==> src/rtl/toggle_rd_pkg.sv <==
package toggle_rd_pkg;

    parameter int unsigned TRP_DATA_W      = 8;
    parameter int unsigned TRP_SYNC_STAGES = 2;

    // handshake state as seen in the read clock domain
    typedef struct packed {
        logic req_seen;   // synchronized request toggle
        logic ack;        // local acknowledge toggle
    } trp_hs_t;

    // a word is waiting when the two toggles disagree
    function automatic logic trp_pending(input trp_hs_t hs);
        return hs.req_seen ^ hs.ack;
    endfunction

    // a transfer fires when a word waits and the reader enables
    function automatic logic trp_fire(input trp_hs_t hs, input logic en);
        return trp_pending(hs) & en;
    endfunction

endpackage

==> src/rtl/trp_sync.sv <==
module trp_sync #(
    parameter int unsigned STAGES = 2
) (
    input  logic clk_i,
    input  logic rst_i,
    input  logic d_i,
    output logic q_o,
    output logic q_prev_o
);
    localparam int unsigned LAST = STAGES - 1;

    logic [LAST:0] chain_q;

    generate
        for (genvar s = 0; s < STAGES; s++) begin : g_stage
            if (s == 0) begin : g_first
                always_ff @(posedge clk_i) begin
                    if (rst_i) chain_q[0] <= 1'b0;
                    else       chain_q[0] <= d_i;
                end
            end else begin : g_next
                always_ff @(posedge clk_i) begin
                    if (rst_i) chain_q[s] <= 1'b0;
                    else       chain_q[s] <= chain_q[s-1];
                end
            end
        end
    endgenerate

    assign q_o      = chain_q[LAST];
    assign q_prev_o = chain_q[LAST-1];
endmodule

==> src/rtl/trp_capture.sv <==
module trp_capture #(
    parameter int unsigned DATA_W = 8
) (
    input  logic              clk_i,
    input  logic              rst_i,
    input  logic              take_i,
    input  logic [DATA_W-1:0] d_i,
    output logic [DATA_W-1:0] q_o
);
    logic [DATA_W-1:0] word_q;

    always_ff @(posedge clk_i) begin
        if (rst_i)       word_q <= '0;
        else if (take_i) word_q <= d_i;
    end

    assign q_o = word_q;
endmodule

==> src/rtl/trp_ack_ctl.sv <==
module trp_ack_ctl
    import toggle_rd_pkg::*;
(
    input  logic clk_i,
    input  logic rst_i,
    input  logic req_seen_i,
    input  logic rd_en_i,
    output logic rdy_o,
    output logic ack_o
);
    logic    ack_q;
    trp_hs_t hs;

    always_comb begin
        hs.req_seen = req_seen_i;
        hs.ack      = ack_q;
    end

    // acknowledge toggles only when the clock enable (ready AND enable) is set
    always_ff @(posedge clk_i) begin
        if (rst_i)                    ack_q <= 1'b0;
        else if (trp_fire(hs, rd_en_i)) ack_q <= ~ack_q;
    end

    assign rdy_o = trp_pending(hs);
    assign ack_o = ack_q;
endmodule

==> src/rtl/toggle_rd_port.sv <==
module toggle_rd_port
    import toggle_rd_pkg::*;
#(
    parameter int unsigned DATA_W      = TRP_DATA_W,
    parameter int unsigned SYNC_STAGES = TRP_SYNC_STAGES
) (
    input  logic              clk_i,
    input  logic              rst_i,
    input  logic              req_tgl_i,
    input  logic [DATA_W-1:0] req_data_i,
    input  logic              rd_en_i,
    output logic              rd_rdy_o,
    output logic [DATA_W-1:0] rd_data_o,
    output logic              ack_tgl_o
);
    localparam int unsigned STAGES_USED = (SYNC_STAGES < 2) ? 2 : SYNC_STAGES;

    logic req_seen;
    logic req_pend;
    logic req_edge;

    trp_sync #(.STAGES(STAGES_USED)) u_sync (
        .clk_i    (clk_i),
        .rst_i    (rst_i),
        .d_i      (req_tgl_i),
        .q_o      (req_seen),
        .q_prev_o (req_pend)
    );

    // the request change leaves the synchronizer on this edge
    assign req_edge = req_pend ^ req_seen;

    trp_capture #(.DATA_W(DATA_W)) u_cap (
        .clk_i  (clk_i),
        .rst_i  (rst_i),
        .take_i (req_edge),
        .d_i    (req_data_i),
        .q_o    (rd_data_o)
    );

    trp_ack_ctl u_ack (
        .clk_i      (clk_i),
        .rst_i      (rst_i),
        .req_seen_i (req_seen),
        .rd_en_i    (rd_en_i),
        .rdy_o      (rd_rdy_o),
        .ack_o      (ack_tgl_o)
    );
endmodule

==> config.mk <==
export PLATFORM = sky130hd
export DESIGN_NAME = toggle_rd_port
export DESIGN_NICKNAME = d
export VERILOG_FILES = /design/src/rtl/toggle_rd_pkg.sv /design/src/rtl/trp_sync.sv /design/src/rtl/trp_capture.sv /design/src/rtl/trp_ack_ctl.sv /design/src/rtl/toggle_rd_port.sv
export SDC_FILE = /design/constraint.sdc
export NUM_CORES = 1
export LEC_CHECK = 0
export CAP_MARGIN = 40
export CORE_AREA = 2 2 39 41
export DETAILED_ROUTE_END_ITERATION = 16
export DIE_AREA = 0 0 41 43
export PLACE_DENSITY = 0.7
export SETUP_SLACK_MARGIN = 0.3
export SYNTH_ARGS = -nofsm -noshare
export SYNTH_HDL_FRONTEND = slang
export SYNTH_SLANG_ARGS = --single-unit
==> constraint.sdc <==
create_clock -name clk_i -period 1.75 [get_ports clk_i]
set_clock_uncertainty 0.1 [all_clocks]
set_input_delay 0.35 -clock clk_i [delete_from_list [all_inputs] [get_ports clk_i]]
set_output_delay 0.35 -clock clk_i [all_outputs]
set_load 0.01 [all_outputs]
Word level (Yosys, flattened, before mapping):

Index checks and enable logic that the tools add are counted.

* word-level logic and storage cells: 8
* input port bits: 12
* bits in registers: 11
* output and inout bits: 10

* bitwise gates (word level): 4

Operators with widths (number)
* 1-bit XOR: 2
* 1-bit AND: 1
* 1-bit inverter: 1

Longest topological paths before layout:

* word-level depth: 2
* depth in mapped cells: 3
* depth with buffers taken out: 2

By module:

A second synthesis with hierarchy kept.

* cells, all modules: 35
* area, all modules: 389.1 um^2

By module, submodules not included
* trp_capture: area each 285.3 um^2, cells an instance 26, times used 1, seq. area each 160.2 um^2
* trp_sync: area each 52.6 um^2, cells an instance 4, times used 1, seq. area each 40.0 um^2
* trp_ack_ctl: area each 42.5 um^2, cells an instance 4, times used 1, seq. area each 20.0 um^2
* toggle_rd_port: area each 8.8 um^2, cells an instance 1, times used 1, seq. area each 0.0 um^2

Worst setup path after synthesis:

No wires, ideal clock.

* kind: reg2out
* start: reg u_sync.chain_q[1], in the netlist u_sync.q_o
* end: out rd_rdy_o
* arrival: 0.677 ns
* setup slack: 0.623 ns
* stages on the path, launching flop included: 2
* required time: 1.300 ns
* path buffers: 0
* cells stage by stage: dfxtp_1 xor2_1

* cells in the longest elaborated chain, start to end: 1

RTL lines
* from (decl): RTL line trp_sync.sv:12 `logic [LAST:0] chain_q;`
* from (signal, indexed assignment): RTL line trp_sync.sv:24 `else chain_q[s] <= chain_q[s-1];`
* 1-bit XOR: RTL line toggle_rd_pkg.sv:14 `return hs.req_seen ^ hs.ack;`
* to (decl): RTL line toggle_rd_port.sv:12 `output logic rd_rdy_o,`

No other way between the ends.

Final worst setup path:

Ends and elaborated chain as after synthesis.

==> impl_metrics.env <==
export IMPL_htreeDepth=1
export IMPL_synthAdderAreaFrac=0
export IMPL_port_buffer_count=21
export IMPL_rsz0062_at_grt="no"
export IMPL_routed_wl_um=836
export IMPL_multiInputGateArea_um2=243
export IMPL_synth_seq_area_share=0.472
export IMPL_io_pins=22
export IMPL_synth_mux_area_frac=0.193
export IMPL_syn_num_nets=54
export IMPL_drv_cap=0
export IMPL_synth_warnings=0
export IMPL_clock_sinks=11
export IMPL_layout_commonest_cell="nand2b_1"
export IMPL_path_max_fanout=2
export IMPL_synth_compound_area_frac=0
export IMPL_wl_per_cell_um=9.95
export IMPL_num_fill_cells=136
export IMPL_grt_max_degree=19
export IMPL_ys_ff_latch=11
export IMPL_place_gp_congestion=0.579
export IMPL_die_y_um=43
export IMPL_synthSimpleGateAreaFrac=0.249
export IMPL_fp_dieArea_um2=1760
export IMPL_layout_common_cells="nand2b_1 (16), clkdlybuf4s50_1 (11), dfxtp_1 (10)"
export IMPL_regArea_um2=221
export IMPL_grt_pass1_wl_mm=1.45
export IMPL_drt_iter0_markers=3
export IMPL_drc=0
export IMPL_vias=360
export IMPL_netlist_cell_type_count=8
export IMPL_cts_setup_buffers=0
export IMPL_post_route_util=0.520
export IMPL_required_ns=1.30
export IMPL_vias_per_cell=4.29
export IMPL_criticalPathCategory="flop to output port"
export IMPL_hold_path_class="flop to flop"
export IMPL_arrival_ns=0.90
export IMPL_hold_violations=0
export IMPL_firstDrtPassIters=4
export IMPL_netlist_instances=42
export IMPL_synthTopCellsByArea="dfxtp_1 (47%), nand2b_1 (21%), mux2i_1 (19%)"
export IMPL_cellPowerDensity_nw_per_um2=754
export IMPL_drive_above_1_share=0.118
export IMPL_synth_largest_area_cell="dfxtp_1"
export IMPL_cts_hold_buf=0
export IMPL_groute_usage_overall=0.127
export IMPL_antenna_found_initial=0
export IMPL_clk_latency_ns=0.26
export IMPL_core_um2=1380
export IMPL_die_w_um=41
export IMPL_slew_violations=0
export IMPL_tightest_slew_ns=0.420
export IMPL_max_freq_ghz=0.741
export IMPL_synth_top_area_frac=0.472
export IMPL_ant_nets=0
export IMPL_status="finished clean"
export IMPL_final_setup_tns_ns=0
export IMPL_fin_crit_sh=0.771
export IMPL_layout_nets=81
export IMPL_num_antenna_cells=0
export IMPL_clock_path_buffers=2
export IMPL_cts_made_buffers=3
export IMPL_grt_pass1_vias=358
export IMPL_period_minus_slack_ns=1.35
export IMPL_peakVddDrop_mv=0.349
export IMPL_end_kind="output port"
export IMPL_synth_xor_area_share=0.0777
export IMPL_num_rows=14
export IMPL_clkTransAtPathRegs_ns=0.07
export IMPL_cts_root_buf="clkbuf_4"
export IMPL_avgSynthCellArea_um2=11.1
export IMPL_synthToLayoutAreaGrowth_pct=54.2
export IMPL_cp_start_kind="flop"
export IMPL_start_util=0.337
export IMPL_syn_area_um2=467
export IMPL_p_leak_nw=0.347
export IMPL_grt_ovfl_total=0
export IMPL_relSlewSlack=0.719
export IMPL_setup_viol=0
export IMPL_synth_top_family_by_area="simple AND/OR/NAND/NOR gates"
export IMPL_dpl_hpwl_um=659
export IMPL_cts_tree="yes"
-- metrics by stage --
step                      cells  area, um^2  total power [mW]  hold slack [ns]  setup slack [ns]
after floorplan              42         467             0.331            0.378             0.623
after global placement       80         708             0.393            0.362             0.206
after detailed placement     80         708             0.396            0.375             0.153
after CTS                    84         722             0.552            0.382             0.258
after global routing         84         719             0.579            0.407             0.308
final                        84         719             0.543            0.376             0.400
-- kinds of logic after synthesis --
logic type / after synthesis
buffers and inverters: 1
multiplexers: 9
AND/OR/NAND/NOR: 19
XOR/XNOR: 2
flip-flops: 11
-- per-layer routing --
metal,track usage,routed length (um),vias to the layer above
li1,-,-,188
met1,0.147,374,157
met2,0.197,374,15
met3,0.0471,87,0
met4,0.0600,0,0
met5,0,0,-
-- cell type report --
cell class / instances / share of cell area
Multi-Input combinational cell: 30 / 0.337
Sequential cell: 11 / 0.308
Tap cell: 16 / 0.0278
Clock buffer: 4 / 0.0365
Timing Repair Buffer: 23 / 0.290
-- sequential cells by signal, summed over array words and instances, names as in the netlist --
register and flops:
u_sync.q_o 1, u_cap.q_o 8, u_ack.ack_o 1, u_sync.q_prev_o 1
-- worst max-delay path: stages, from the launching register on --
cell and delay, ns:
dfxtp_1 0.35, xor2_1 0.15, clkbuf_2 0.14
-- cell usage after synthesis --
| cell type | count |
|---|---|
| clkbuf_1 | 1 |
| dfxtp_1 | 11 |
| mux2i_1 | 9 |
| nand2b_1 | 16 |
| nor2_1 | 1 |
| nor2b_1 | 2 |
| xnor2_4 | 1 |
| xor2_1 | 1 |
-- final timing paths --
check | start | endpoint | slack (ns) | cells past startpoint
setup / recovery | u_sync.q_o | rd_rdy_o | 0.40 | 2
hold / removal | u_cap.q_o[7] | u_cap.q_o[7] | 0.38 | 2
setup reg to reg | u_sync.q_o | u_cap.q_o[4] | 0.52 | 3
hold reg to reg | u_cap.q_o[7] | u_cap.q_o[7] | 0.38 | 2
-- where the power goes --
part	total (mW)	switching [mW]	leakage (nW)	internal, mW
clock network	0.166	0.0778	0.0150	0.0880
registers	0.275	0.00873	0.0908	0.267
logic	0.102	0.0380	0.242	0.0637
total	0.543	0.125	0.347	0.418
-- timing repair --
| action | 4_1_cts | 5_1_grt |
|---|---|---|
| gates resized for setup | 10 | 3 |
| endpoints found under the setup margin | 10 | 1 |
| hold endpoints to repair | 0 | 0 |
| gates cloned | 0 | 0 |
Note: power is estimated with default switching activity, not from simulation.
